[src/rtl/clamp_pulse_pkg.sv]
package clamp_pulse_pkg;

  typedef enum logic [1:0] {
    ST_IDLE  = 2'd0,
    ST_WAIT  = 2'd1,
    ST_PULSE = 2'd2
  } clampState_e;

  // Strobes from the control FSM to the datapath counter
  typedef struct packed {
    logic loadPos;
    logic loadWidth;
    logic dec;
  } cntCtl_t;

endpackage

[src/rtl/clamp_pulse_dp.sv]
module clamp_pulse_dp
  import clamp_pulse_pkg::*;
#(
  parameter int POS_W = 8,
  parameter int WID_W = 8,
  parameter int CNT_W = 8
) (
  input  logic             clk,
  input  logic             rstN,
  input  logic             hsyncN,
  input  logic [POS_W-1:0] linePos,
  input  logic [WID_W-1:0] pulseCycles,
  input  cntCtl_t          ctl,
  output logic             hsFall,
  output logic             posZero,
  output logic             widthZero,
  output logic             cntOne,
  output logic [CNT_W-1:0] cnt
);

  logic hsyncD;

  // Edge detection against the previous sampled level
  always_ff @(posedge clk or negedge rstN) begin
    if (!rstN) hsyncD <= 1'b1;
    else       hsyncD <= hsyncN;
  end

  assign hsFall    = hsyncD & ~hsyncN;
  assign posZero   = (linePos == '0);
  assign widthZero = (pulseCycles == '0);
  assign cntOne    = (cnt == CNT_W'(1));

  // Shared down-counter for both the wait and the low phase
  always_ff @(posedge clk or negedge rstN) begin
    if (!rstN)              cnt <= '0;
    else if (ctl.loadPos)   cnt <= CNT_W'(linePos);
    else if (ctl.loadWidth) cnt <= CNT_W'(pulseCycles);
    else if (ctl.dec)       cnt <= cnt - CNT_W'(1);
  end

endmodule

[src/rtl/clamp_pulse_ctl.sv]
module clamp_pulse_ctl
  import clamp_pulse_pkg::*;
(
  input  logic    clk,
  input  logic    rstN,
  input  logic    hsFall,
  input  logic    posZero,
  input  logic    widthZero,
  input  logic    cntOne,
  output cntCtl_t ctl,
  output logic    pulseAct
);

  clampState_e state, stateNext;

  always_comb begin
    stateNext     = state;
    ctl           = '0;
    if (hsFall) begin
      // Restart from any state
      if (!posZero) begin
        stateNext   = ST_WAIT;
        ctl.loadPos = 1'b1;
      end else if (!widthZero) begin
        stateNext     = ST_PULSE;
        ctl.loadWidth = 1'b1;
      end else begin
        stateNext = ST_IDLE;
      end
    end else begin
      unique case (state)
        ST_WAIT: begin
          if (cntOne) begin
            if (!widthZero) begin
              stateNext     = ST_PULSE;
              ctl.loadWidth = 1'b1;
            end else begin
              stateNext = ST_IDLE;
            end
          end else begin
            ctl.dec = 1'b1;
          end
        end
        ST_PULSE: begin
          if (cntOne) stateNext = ST_IDLE;
          else        ctl.dec   = 1'b1;
        end
        default: stateNext = ST_IDLE;
      endcase
    end
  end

  always_ff @(posedge clk or negedge rstN) begin
    if (!rstN) state <= ST_IDLE;
    else       state <= stateNext;
  end

  assign pulseAct = (state == ST_PULSE);

endmodule

[src/rtl/clamp_pulse_gen.sv]
module clamp_pulse_gen
  import clamp_pulse_pkg::*;
#(
  parameter int POS_W = 8,
  parameter int WID_W = 8
) (
  input  logic             clk,
  input  logic             rstN,
  input  logic             hsyncN,
  input  logic [POS_W-1:0] linePos,
  input  logic [WID_W-1:0] pulseCycles,
  input  logic             clampEn,
  output logic             clampN
);

  localparam int CNT_W = (POS_W > WID_W) ? POS_W : WID_W;

  cntCtl_t          ctl;
  logic             hsFall;
  logic             posZero;
  logic             widthZero;
  logic             cntOne;
  logic             pulseAct;
  logic [CNT_W-1:0] cnt;

  clamp_pulse_dp #(
    .POS_W(POS_W),
    .WID_W(WID_W),
    .CNT_W(CNT_W)
  ) u_dp (
    .clk        (clk),
    .rstN       (rstN),
    .hsyncN     (hsyncN),
    .linePos    (linePos),
    .pulseCycles(pulseCycles),
    .ctl        (ctl),
    .hsFall     (hsFall),
    .posZero    (posZero),
    .widthZero  (widthZero),
    .cntOne     (cntOne),
    .cnt        (cnt)
  );

  clamp_pulse_ctl u_ctl (
    .clk      (clk),
    .rstN     (rstN),
    .hsFall   (hsFall),
    .posZero  (posZero),
    .widthZero(widthZero),
    .cntOne   (cntOne),
    .ctl      (ctl),
    .pulseAct (pulseAct)
  );

  assign clampN = ~(pulseAct & clampEn);

endmodule

[config.mk]
export PLATFORM = sky130hd
export DESIGN_NAME = clamp_pulse_gen
export DESIGN_NICKNAME = d
export VERILOG_FILES = /design/src/rtl/clamp_pulse_pkg.sv /design/src/rtl/clamp_pulse_dp.sv /design/src/rtl/clamp_pulse_ctl.sv /design/src/rtl/clamp_pulse_gen.sv
export SDC_FILE = /design/constraint.sdc
export NUM_CORES = 1
export LEC_CHECK = 0
export BUFFER_PORTS_ARGS = -buffer_cell sky130_fd_sc_hd__buf_2
export CAP_MARGIN = 20
export CORE_MARGIN = 4
export CORE_UTILIZATION = 40
export CTS_CLUSTER_DIAMETER = 60
export DETAILED_ROUTE_END_ITERATION = 16
export SETUP_SLACK_MARGIN = 0.15
export SYNTH_ARGS = -nofsm -noshare
export SYNTH_HDL_FRONTEND = slang
export SYNTH_SLANG_ARGS = --single-unit
[constraint.sdc]
create_clock -name clk -period 2.9 [get_ports clk]
set_clock_uncertainty 0.1 [all_clocks]
set_input_delay 0.435 -clock clk [delete_from_list [all_inputs] [get_ports clk]]
set_output_delay 0.435 -clock clk [all_outputs]
set_load 0.05 [all_outputs]
; ---- Word-level counts from Yosys, hierarchy flattened
; Cells that the tools add are included.
; W data, S select, Z words.
[totals]
output_inout_bits = 1
regBits = 11
wordCells = 37
[classes]
bitwise_logic = 4
eq_ne = 5
add_sub_neg = 1
n_mux = 19
n_reduce_logical = 5
[ops]
columns = operator, count
row1 = $mux W8, 3
row2 = $logic_not A8 Y1, 2
row3 = $mux W1, 10
row4 = $mux W2, 5
row5 = $eq A8 B1 Y1 const B, 1
row6 = $sub A8 B1 Y8 const B, 1
row7 = $ne A3 B3 Y1 const B, 2
row8 = $pmux W2 S2, 1
row9 = $reduce_bool A3 Y1, 1
row10 = $and A1 B1 Y1, 2
row11 = $eq A2 B1 Y1 const B, 1
row12 = $eq A2 B2 Y1 const B, 1
row13 = $not A1 Y1, 2
row14 = $reduce_and A2 Y1, 1
row15 = $reduce_or A2 Y1, 1

; ---- Depth between registers and ports, before layout
[depth]
ltp_word = 7
depth_mapped = 8

; ---- Modules after synthesis
; Synthesis repeated with hierarchy kept, for this count alone.
[unflattened]
hier_cells = 99
hier_area_um2 = 863.3
[by_module_without_submodules]
columns = module, area_each_um2, seq_area_each_um2, instances, cells_each
row1 = clamp_pulse_dp, 700.7, 226.5, 1, 82
row2 = clamp_pulse_ctl, 158.9, 50.0, 1, 16
row3 = clamp_pulse_gen, 3.8, 0.0, 1, 1

; ---- Worst setup path before layout
; OpenSTA, ideal clock, no wires.
[synth_path]
path_kind = input to register
from = input port linePos[3]
to = register u_dp.cnt[0]
required_ns = 2.675
path_slack_ns = 0.516
path_stages = 5
setup_ns = 0.125
arrival_time_ns = 2.159
path_buffers = 0
cell_sequence = or4_4 -> or4_4 -> a21oi_4 -> mux2_1 -> mux2_2
[synth_between]
elab_chain_len = 5
[synth_rtl]
columns = item, line
row1 = from (decl), clamp_pulse_gen.sv:10  ; input logic [POS_W-1:0] linePos,
row2 = $logic_not A8 Y1 (*), clamp_pulse_dp.sv:30  ; assign posZero = (linePos == '0);
row3 = $mux W1, clamp_pulse_ctl.sv:21  ; if (!posZero) begin
row4 = $mux W1, clamp_pulse_ctl.sv:19  ; if (hsFall) begin
row5 = $mux W8, clamp_pulse_dp.sv:38  ; else if (ctl.loadWidth) cnt <= CNT_W'(pulseCycles);
row6 = $mux W8, clamp_pulse_dp.sv:37  ; else if (ctl.loadPos) cnt <= CNT_W'(linePos);
row7 = to (signal assigned), clamp_pulse_dp.sv:37
row8 = to (signal assigned), clamp_pulse_dp.sv:38
row9 = to (signal assigned), clamp_pulse_dp.sv:39  ; else if (ctl.dec) cnt <= cnt - CNT_W'(1);
row10 = to (decl), clamp_pulse_dp.sv:18  ; output logic [CNT_W-1:0] cnt
; Mark *: on every way between the ends. The rest lies on a longest branch, timed or not.
; A chain may end at the register's enable or synchronous reset.

; ---- Worst setup path after layout
[layout_path]
from = register u_dp.cnt[1]
to = register u_dp.cnt[0]
[layout_between]
elab_chain_len = 6
[layout_rtl]
columns = item, line
row1 = $eq A8 B1 Y1 (*), clamp_pulse_dp.sv:32  ; assign cntOne = (cnt == CNT_W'(1));
row2 = $mux W1, clamp_pulse_ctl.sv:33  ; if (cntOne) begin
row3 = $mux W1, clamp_pulse_ctl.sv:31  ; unique case (state)
row4 = $mux W1, clamp_pulse_ctl.sv:19
row5 = $mux W8, clamp_pulse_dp.sv:38
row6 = $mux W8, clamp_pulse_dp.sv:37
; Marked as above.

==> impl_metrics.env <==
export IMPL_synth_seq_cells=11
export IMPL_grt_max_degree=18
export IMPL_syn_inst=93
export IMPL_syn_area_um2=870
export IMPL_wl_um=2210
export IMPL_relSlewSlack=0.581
export IMPL_via_per_inst=5.54
export IMPL_hold_violations=0
export IMPL_power_density_nw_per_um2=664
export IMPL_cp_arrival_ns=2.54
export IMPL_insertion_delay_ns=0.28
export IMPL_drtAntennaViolNets=0
export IMPL_synth_top_area_cell="dfrtp_1"
export IMPL_synth_top_area_frac=0.288
export IMPL_syn_num_nets=117
export IMPL_hold_buffers=1
export IMPL_initial_core_util=0.430
export IMPL_core_um2=2020
export IMPL_slew_viol_final=0
export IMPL_final_util=0.516
export IMPL_path_clk_slew_ns=0.08
export IMPL_fin_crit_sh=0.856
export IMPL_hold_class="input port to flop"
export IMPL_grt_pass1_vias=758
export IMPL_ios=21
export IMPL_route_detailed_drc=0
export IMPL_cts_repair_resized=0
export IMPL_clkPwrFrac=0.157
export IMPL_n_antenna_cell=0
export IMPL_worst_slew_pin_slew_ns=0.621
export IMPL_cts_made_buffers=3
export IMPL_wl_per_cell_um=15.3
export IMPL_p_comb_frac=0.437
export IMPL_hold_depth=1
export IMPL_yosysSeqAreaShare=0.318
export IMPL_ff2ff_path_depth=7
export IMPL_vdd_ir_drop_max_v=0.000355
export IMPL_r2r_start="u_dp.cnt[1]$_DFFE_PN0P_"
export IMPL_synth_distinct_cells=38
export IMPL_vias=803
export IMPL_ff2ff_setup_slack_ns=0.42
export IMPL_die_w_um=54.6
export IMPL_final_cells=145
export IMPL_dp_hpwl_um=1700
export IMPL_setup_violations=0
export IMPL_place_inst=140
export IMPL_die_y_um=54.6
export IMPL_crit_fanout=5
export IMPL_postCtsSetupRepairBufs=0
export IMPL_clock_sinks=11
export IMPL_cts_tree="built"
export IMPL_p_int_mw=0.408
export IMPL_min_delay_start="hsyncN"
export IMPL_start_kind="flop"
export IMPL_leakage_nw=0.464
export IMPL_p_total_mw=0.693
export IMPL_finalNetCount=143
export IMPL_min_period_ns=2.48
export IMPL_areaGrowthSynthToFinish_pct=20.0
export IMPL_tns_ns=0
export IMPL_gp_congestion=0.804
export IMPL_holdWs_ns=0.171
export IMPL_switching_share=0.411
export IMPL_antenna_found_initial=0
export IMPL_r2r_end="u_dp.cnt[0]$_DFFE_PN0P_"
export IMPL_die_area_um2=2980
export IMPL_avgSynthCellArea_um2=9.35
export IMPL_fmax_ghz=0.403
export IMPL_io_buffers=20
export IMPL_critPathRequiredTime_ns=2.96
export IMPL_hold_path_end="u_dp.hsyncD$_DFF_PN1_"
export IMPL_overflow=0
export IMPL_yosysWarnings=0
export IMPL_netlist_top_cells_area="dfrtp_1 (29%), ha_1 (5.8%), a221o_2 (5.2%)"
export IMPL_switchingPower_mw=0.285
export IMPL_endpoint_kind="flop"
export IMPL_cts_htree_levels=1
export IMPL_seqPwrFrac=0.406
export IMPL_cts_max_path_buffers=2
export IMPL_track_usage=0.177
export IMPL_rows=16
export IMPL_status="finished, final reports clean"
export IMPL_path_class="flop to flop"
export IMPL_cts_root_buffer="clkbuf_4"
export IMPL_max_cap_violations=0
export IMPL_rsz0062_at_grt="no"
export IMPL_drive_gt1_frac=0.331
export IMPL_drtIter0Drc=22
export IMPL_drt_first_pass_iters=4
export IMPL_grt_pass1_wl_um=3710
critical path, cell delays in order, from the launching register on:
cell      delay, ns
dfrtp_1        0.43
inv_1          0.10
ha_1           0.20
nor4bb_1       0.53
nand3b_1       0.23
a21oi_4        0.20
mux2_1         0.32
mux2_2         0.26
flip-flops by register name, indices dropped and copies added (netlist names):
signal       flops
u_ctl.state      2
u_dp.cnt         8
u_dp.hsyncD      1
area by class of cell:
| class | instances | area, um2 |
|---|---|---|
| clock buffers | 4 | 26.3 |
| multi-input cells | 72 | 548 |
| inverters | 7 | 26.3 |
| flip-flops and latches | 11 | 277 |
| fillers | 191 | 978 |
| repair buffers | 24 | 133 |
| well taps | 27 | 33.8 |
placed cells by master (no fill, tap or decap), types with 3 or more instances in the layout:
cell type  count
ha_1           4
nor2_1         5
a221o_2        4
nor3_1         4
inv_1          7
buf_4          3
dfrtp_1       10
or4_1          3
clkbuf_4       3
a21oi_1        7
nand2_1        9
buf_2         20
o2bb2ai_1      4
o21ai_0        4
how the worst max path moves through the flow:
stage	from	endpoint	slack, ns
floorplan	linePos[3]	u_dp.cnt[0]$_DFFE_PN0P_	0.52
global placement	linePos[3]	u_dp.cnt[0]$_DFFE_PN0P_	0.40
detailed placement	linePos[3]	u_dp.cnt[0]$_DFFE_PN0P_	0.39
CTS	u_dp.cnt[1]$_DFFE_PN0P_	u_dp.cnt[0]$_DFFE_PN0P_	0.46
global route	u_dp.cnt[1]$_DFFE_PN0P_	u_dp.cnt[0]$_DFFE_PN0P_	0.34
finish	u_dp.cnt[1]$_DFFE_PN0P_	u_dp.cnt[0]$_DFFE_PN0P_	0.42
metrics by stage:
step           cell area, um2  setup slack, ns
6_report                 1040            0.417
5_1_grt                  1040            0.337
4_1_cts                  1040            0.463
3_5_place_dp             1010            0.385
3_3_place_gp             1010            0.397
2_1_floorplan             870            0.516
per-layer routing:
layer	track usage	part of all wire	vias to the layer above
li1	-	-	400
met1	0.270	0.48	371
met2	0.242	0.42	28
met3	0.0599	0.089	4
met4	0.0249	0.0095	0
met5	0	0	-
cells in the mapped netlist (all sizes together):
cell,instances
dfrtp,10
nand2,9
a21oi,8
inv,7
a221o,5
nor2,5
or4,5
ha,4
nor3,4
o21ai,4
o2bb2ai,4
a21o,3
a22oi,2
clkbuf,2
mux2,2
o31ai,2
xnor2,2
a211o,1
a211oi,1
a31oi,1
buf,1
dfstp,1
mux2i,1
nand3,1
nand3b,1
nor2b,1
nor3b,1
nor4,1
nor4bb,1
o211a,1
o21bai,1
xor2,1
power groups by stage:
stage	Combinational, mW	Clock (mW)	Sequential (mW)
2_1_floorplan	0.237	0	0.264
3_3_place_gp	0.296	0	0.283
3_5_place_dp	0.301	0	0.283
4_1_cts	0.304	0.114	0.280
5_1_grt	0.342	0.125	0.291
6_report	0.303	0.109	0.282
kinds of logic (layout without fill, tap and decap cells):
group,count (synthesis),in the layout,synth area share
AO/OA/AOI/OAI,33,33,0.304
XOR/XNOR,3,3,0.0302
adder cells (fa/ha/maj),4,4,0.0576
buffers and inverters,10,35,0.0518
flip-flops,11,11,0.318
multiplexers,3,3,0.0374
AND/OR/NAND/NOR,29,29,0.201
No activity file was read; power rests on OpenSTA's default activity.
